[src/rtl/bmide_regs.sv]
module bmide_regs (
  input  logic        clk,
  input  logic        rst_n,
  input  logic        reg_we,
  input  logic [2:0]  reg_addr,
  input  logic [1:0]  reg_size,
  input  logic [31:0] reg_wdata,
  output logic [31:0] reg_rdata,
  output logic        eng_start,
  output logic        eng_dir,
  output logic [31:0] eng_ptr,
  input  logic        eng_done,
  input  logic        eng_abort,
  input  logic        drv_irq,
  output logic        host_irq
);
  localparam logic [2:0] OFS_CMD  = 3'd0;
  localparam logic [2:0] OFS_STAT = 3'd2;

  logic        start_q, dir_q;
  logic        act_q, err_q, irq_q;
  logic        drv_q, start_p_q;
  logic [31:0] base_q, ptr_q, base_new, base_rd, shifted;
  logic [1:0]  lane_off;
  logic        wr_cmd, wr_stat, wr_base, start_chg, fire;

  assign lane_off  = reg_addr[1:0];
  assign wr_cmd    = reg_we && (reg_addr == OFS_CMD);
  assign wr_stat   = reg_we && (reg_addr == OFS_STAT);
  assign wr_base   = reg_we && reg_addr[2];
  assign start_chg = wr_cmd && (reg_wdata[0] != start_q);
  assign fire      = start_chg && reg_wdata[0] && !act_q;

  always_comb begin
    int nb;
    nb = (reg_size == 2'd0) ? 1 : (reg_size == 2'd1) ? 2 : 4;
    shifted  = reg_wdata << {lane_off, 3'b000};
    base_new = base_q;
    for (int i = 0; i < 4; i++) begin
      if (i >= int'(lane_off) && i < int'(lane_off) + nb)
        base_new[i*8 +: 8] = shifted[i*8 +: 8];
    end
    base_new[1:0] = 2'b00;
  end

  always_comb begin
    base_rd = base_q >> {lane_off, 3'b000};
    case (reg_size)
      2'd0:    base_rd = base_rd & 32'h0000_00ff;
      2'd1:    base_rd = base_rd & 32'h0000_ffff;
      default: base_rd = base_rd;
    endcase
    if (reg_addr[2])                 reg_rdata = base_rd;
    else if (reg_addr == OFS_CMD)    reg_rdata = {28'd0, dir_q, 2'b00, start_q};
    else if (reg_addr == OFS_STAT)   reg_rdata = {29'd0, irq_q, err_q, act_q};
    else                             reg_rdata = 32'd0;
  end

  always_ff @(posedge clk or negedge rst_n) begin
    if (!rst_n) begin
      start_q   <= 1'b0;
      dir_q     <= 1'b0;
      act_q     <= 1'b0;
      err_q     <= 1'b0;
      irq_q     <= 1'b0;
      drv_q     <= 1'b0;
      start_p_q <= 1'b0;
      base_q    <= 32'd0;
      ptr_q     <= 32'd0;
    end else begin
      drv_q     <= drv_irq;
      start_p_q <= fire;
      if (wr_cmd) begin
        start_q <= reg_wdata[0];
        dir_q   <= reg_wdata[3];
      end
      if (start_chg && reg_wdata[0]) ptr_q <= base_q;
      if (wr_base) base_q <= base_new;
      act_q <= (act_q && !eng_done && !eng_abort) || fire;
      err_q <= (err_q && !(wr_stat && reg_wdata[1])) || eng_abort;
      irq_q <= (irq_q && !(wr_stat && reg_wdata[2])) || (drv_irq && !drv_q);
    end
  end

  assign eng_start = start_p_q;
  assign eng_dir   = dir_q;
  assign eng_ptr   = ptr_q;
  assign host_irq  = drv_irq;
endmodule


[config.mk]
export PLATFORM = sky130hd
export DESIGN_NAME = bmide_regs
export DESIGN_NICKNAME = d
export VERILOG_FILES = /design/src/rtl/bmide_regs.sv
export SDC_FILE = /design/constraint.sdc
export NUM_CORES = 1
export LEC_CHECK = 0
export ABC_AREA = 1
export BUFFER_PORTS_ARGS = -buffer_cell sky130_fd_sc_hd__buf_2
export CORE_ASPECT_RATIO = 1.1
export CORE_MARGIN = 2
export CORE_UTILIZATION = 57
export DETAILED_ROUTE_END_ITERATION = 12
export PLACE_DENSITY = 0.86
export SLEW_MARGIN = 20
export SYNTH_ARGS = -nofsm -noshare
export SYNTH_HDL_FRONTEND = slang
export SYNTH_SLANG_ARGS = --single-unit
[constraint.sdc]
create_clock -name clk -period 2.55 [get_ports clk]
set_input_delay 0.51 -clock clk [delete_from_list [all_inputs] [get_ports clk]]
set_output_delay 0.51 -clock clk [all_outputs]
set_load 0.02 [all_outputs]
### Word-level counts from Yosys, hierarchy flattened

Index checks and enable logic that the tools add are counted.

* output and inout bits: 67
* word-level logic and storage cells: 62
* register bits after elaboration: 67

* add/sub/neg operators: 1
* eq/ne operators: 3
* $lt $le $gt $ge: 7
* shift operators: 2
* reductions and logical operators: 31
* mux-type cells: 6

Operators by type and width (count)
* $pmux W32 S2: 1
* $lt A1 B32 Y1 const A: 1
* $lt A2 B32 Y1 const A: 1
* $lt A3 B32 Y1 const A: 1
* $mux W32: 1
* $shl A32 B5 Y32: 1
* $shr A32 B5 Y32: 1
* $logic_and A1 B1 Y1: 16
* $mux W3: 3
* $reduce_and A2 Y1: 4
* $logic_not A1 Y1: 6
* $add A2 B3 Y4: 1
* $ge A1 B2 Y1 const A: 2
* $lt A2 B4 Y1 const A: 1
* $mux W4: 1
* $eq A3 B2 Y1 const B: 1
* $logic_not A3 Y1: 1
* $logic_or A1 B1 Y1: 3
* $eq A2 B1 Y1 const B: 1
* $ge A2 B2 Y1 const A: 1
* $logic_not A2 Y1: 1
* $ne A1 B1 Y1: 1

### Depth between registers and ports, before layout

* depth after elaboration: 7
* mapped depth: 12

### Worst setup path before layout

Ideal clock, no wire load.

* path kind: input -> register
* from: in reg_size[1]
* to: reg base_q[30]
* stages on the path: 11
* data arrival time: 1896 ps
* required time: 2430 ps
* setup slack: 534 ps
* cells stage by stage: buf_4 > nor2_1 > ha_1 > fa_1 > nand2_1 > nand2_1 > nor2_4 > nor2_4 > buf_4 > nand2_1 > o21ai_2

* longest elaborated chain between the ends: 6

RTL lines
* start, declared: line 6 `input logic [1:0] reg_size,`
* $eq A2 B1 Y1: line 36 `nb = (reg_size == 2'd0) ? 1 : (reg_size == 2'd1) ? 2 : 4;`
* $mux W3: line 36
* $mux W3 (*): line 36
* $add A2 B3 Y4 (*): line 40 `if (i >= int'(lane_off) && i < int'(lane_off) + nb)`
* $lt A2 B4 Y1 (*): line 40
* $reduce_and A2 Y1 (no source line) (*)
* end signal, assigned: line 78 `if (wr_base) base_q <= base_new;`
* end, declared: line 23 `logic [31:0] base_q, ptr_q, base_new, base_rd, shifted;`

Every way passes the cells marked *; elsewhere a longest branch is shown, timed or not.
A chain may end at the register's enable or synchronous reset.

### Final worst setup path

* from: in reg_addr[0]
* to: out reg_rdata[12]

* longest elaborated chain between the ends: 3

RTL lines
* start, declared: line 5 `input logic [2:0] reg_addr,`
* $shr A32 B5 Y32: line 47 `base_rd = base_q >> {lane_off, 3'b000};`
* $pmux W32 S2: line 48 `case (reg_size)`
* $mux W32: line 53 `if (reg_addr[2]) reg_rdata = base_rd;`
* end, declared: line 8 `output logic [31:0] reg_rdata,`

Every way passes these cells.

==> out/qor_table.md <==
| Stage | Result | This run |
|:---|:---|:---|
| floorplanning | Rows | 32 |
| status | Outcome | finished clean |
| sta | Slew margin rel. | 49.6% |
| yosys | Post-synthesis share of cell area spent on xor and xnor gates | 0% |
| power and ir drop | Pwr Total | 3.82 mW |
| yosys | Warnings, synthesis | 0 |
| routing | Number of vias per cell after detailed routing | 5.43 |
| place | IO buf count | 107 |
| final layout | Area growth from synthesis to layout | 18.7% |
| routing | DR DRC count | 0 |
| critical path | Worst Path Required | 2040 ps |
| critical path | Reg2Reg Launch Point | start_q |
| routing | Remaining antenna violation count after routing | 0 |
| yosys | Number of distinct library cells after synthesis | 33 |
| critical path | Critical path peak fanout | 16 |
| yosys | Adder-cell share of the synthesized area | 1.09% |
| grt | Global router's overall resource usage | 30.0% |
| yosys | Proportion of synthesized chip area in sequential cells | 40.7% |
| sta | Transition time at the pin with the least slew margin | 756 ps |
| sta | Final count of pins violating max slew | 0 |
| routing | Initial detailed-routing violation count | 468 |
| critical path | FF-to-FF End | eng_ptr[16] |
| critical path | Worst R2R Path Depth | 5 |
| floorplanning | Area enclosed by the die boundary | 7920 sq um |
| grt | Wire length of the first global-routing pass | 18.6 mm |
| cts | Hold Buf Count CTS | 0 |
| floorplanning | Io pins | 110 |
| critical path | R2R Setup Slk | 1040 ps |
| grt | Overall overflow remaining after global route | 0 |
| min path | Worst min-delay path class | in -> async |
| grt | Pin count of the biggest net entering global routing | 68 |
| power and ir drop | Net Sw Power | 1.37 mW |
| place | Final GP Congestion | 0.942 |
| yosys | Post-synthesis cell count | 528 |
| final layout | Number of inserted filler cells in the final layout | 580 |
| floorplanning | Width of the chip | 85.1 um |
| critical path | Crit path DAT | 1720 ps |
| power and ir drop | Int Power | 2.45 mW |
| grt | Vias in the first global route | 3701 |
| sta | Count of final setup violators | 0 |
| routing | Total via count after detailed routing | 3918 |
| cts | Post CTS Setup Buffer Count | 0 |
| final layout | Layout cells sized above 1 | 32.2% |
| power and ir drop | Switching share of total power | 36.0% |
| cts | TritonCTS clock tree | done |
| power and ir drop | Worst voltage drop across the vdd grid | 482 uV |
| grt | Number of antenna violations at the first check in global routing | 0 |
| place | Cell total after placement | 705 |
| final layout | Filler-free cell count of the finished design | 721 |
| power and ir drop | Pwr per Cell Area | 781 nW/um^2 |
| yosys | Average instance area after synthesis | 7.80 sq um |
| cts | Clock-pin slew on the worst setup and hold paths | 80 ps |
| floorplanning | Std-Cell Core Area | 7010 sq um |
| cts | Total CTS buffers | 9 |
| routing | Initial DRT Pass Iterations | 5 |
| routing | Detailed-route wire length per cell | 15.9 um |
| cts | H-tree level count | 3 |
| yosys | Simple-gate area share of the yosys netlist | 31.0% |
| final layout | Number of nets in the layout | 677 |
| sta | Total Neg Setup Slack | 0 ps |
| sta | Part of the cycle the worst path needs | 87.3% |
| cts | Clock insertion delay at the later pin of the skew report | 350 ps |
| yosys | Syn Std Cell Area | 4120 sq um |
| cts | Count of clock tree sinks | 67 |
| cts | Buffer depth of the longest clock path | 2 |
| power and ir drop | Static power due to leakage | 2.75 nW |
| sta | Final hold vios | 0 |
| yosys | Number of register bits inferred by synthesis | 67 |
| floorplanning | Initial standard-cell utilization of the core | 58.8% |
| sta | Fin Clk Skew | 7.27 ps |
| cts | Clock root buffer | clkbuf_8 |
| sta | Highest Clock Rate | 449 MHz |
| yosys | Fraction of synthesized area in multiplexers | 0% |
| sta | Shortest clock period the worst path allows after layout | 2230 ps |
| yosys | Combinational family with the most area after synthesis | simple AND/OR/NAND/NOR gates |
| power and ir drop | Sequential cell fraction of total power | 38.4% |
| sta | Unrepaired setup endpoints after global routing | no |
| power and ir drop | Part of the power in the clock network | 31.6% |
| job | MaxCap Viol Count | 0 |
| place | Post-detail-place hpwl | 8.52 mm |
| final layout | Antenna cells | 0 |
| routing | Total length of routed wires | 11.5 mm |
| cts | Number of cells upsized or downsized after cts | 0 |
| critical path | Crit end category | primary output |
| yosys | Compound-cell area share of the yosys netlist | 15.6% |
| critical path | Nature of the critical path startpoint | input port |
| critical path | Type of the worst setup path | in -> out |
| floorplanning | Height of the die | 93.2 um |
| power and ir drop | Share of total power in combinational logic | 30.0% |
routing by layer:
| metal | track usage [%] | vias to the layer above | share of wire, % |
|---|---|---|---|
| li1 | - | 1863 | - |
| met1 | 39.7 | 1765 | 39 |
| met2 | 49.7 | 249 | 49 |
| met3 | 4.68 | 41 | 9.4 |
| met4 | 11.5 | 0 | 3.3 |
| met5 | 0 | - | 0 |
cells in the final DEF (no fill, tap or decap), types with 3 or more instances in the layout:
cell type and n:
a21oi_1 6, a22oi_1 4, buf_2 107, buf_4 6, bufinv_16 4, clkbuf_8 10
dfrtp_1 67, inv_1 56, inv_2 3, nand2_1 194, nand2_2 11, nand3_1 28
nand3_2 5, nor2_1 32, nor2_4 3, nor2_8 3, o21a_1 5, o21ai_0 14
o21ai_1 16, o21ai_2 41
cell usage after synthesis:
library cell	count	area, sq um
nand2_1	194	728
dfrtp_1	67	1680
inv_1	56	210
o21ai_2	41	359
nor2_1	32	120
nand3_1	28	140
o21ai_1	16	80.1
o21ai_0	14	70.1
nand2_2	11	68.8
buf_6	10	113
buf_4	9	67.6
a21oi_1	6	30.0
nand3_2	5	50.1
o21a_1	5	37.5
a22oi_1	4	30.0
buf_2	3	15.0
inv_2	3	11.3
nor2_4	3	33.8
nor2_8	3	60.1
buf_12	2	40.0
ha_1	2	25.0
nand2_4	2	22.5
o22ai_1	2	12.5
a21oi_4	1	16.3
a31oi_1	1	6.26
conb_1	1	3.75
fa_1	1	20.0
inv_6	1	8.76
inv_8	1	11.3
nand2_8	1	20.0
nand3_4	1	17.5
nand3b_1	1	7.51
nor2_2	1	6.26
stage by stage:
stage	hold WS (ps)	worst slack (ps)	util [%]	cell area, sq um
after global placement	411	289	65.9	4610
after detailed placement	424	240	65.9	4610
after CTS	193	356	69.8	4890
after floorplan	214	534	-	4120
after global routing	209	197	69.8	4890
final	173	323	69.8	4890
power by group through the flow:
stage          logic (mW)  clock network, mW  registers, mW
2_1_floorplan       0.626                  0           1.58
3_3_place_gp         1.11                  0           1.46
3_5_place_dp         1.14                  0           1.47
4_1_cts              1.15               1.20           1.46
5_1_grt              1.25               1.25           1.48
6_report             1.15               1.21           1.47
how the worst max path moves through the flow:
stage          slack, ps             to   startpoint  depth (start not counted)
2_1_floorplan        530     base_q[30]  reg_size[1]                         11
3_3_place_gp         290     base_q[30]  reg_addr[0]                         10
3_5_place_dp         240     base_q[30]  reg_size[1]                         11
4_1_cts              360  reg_rdata[12]  reg_addr[0]                          8
5_1_grt              200  reg_rdata[15]  reg_addr[2]                          6
6_report             320  reg_rdata[12]  reg_addr[0]                          8
worst max-delay path, cell delays in order:
cell     delay, ps
buf_2          180
nor2_4         210
buf_4          280
nand2_1        110
o21ai_1        100
o21ai_0         90
inv_1           80
buf_2          160
sequential cells by signal, summed over array words and instances (netlist names):
name,cells
eng_start,1
base_q,30
start_q,1
eng_ptr,30
eng_dir,1
act_q,1
irq_q,1
err_q,1
drv_q,1
kinds of logic (layout without fill, tap and decap cells):
| group | count (synthesis) | count (layout) |
|---|---|---|
| adder cells (fa/ha/maj) | 3 | 3 |
| buffers and inverters | 85 | 192 |
| other | 1 | 2 |
| AO/OA/AOI/OAI | 90 | 90 |
| AND/OR/NAND/NOR | 282 | 282 |
| flip-flops | 67 | 67 |
layout make-up:
class,count,area (sq um),area share (%)
Multi-Input combinational cell,377,1970,40.3
Sequential cell,67,1680,34.3
Timing Repair Buffer,115,621,12.7
Inverter,61,241,4.94
Clock buffer,10,138,2.82
Clock inverter,6,136,2.79
Tap cell,85,106,2.18
Power figures use the tool's default switching activity.
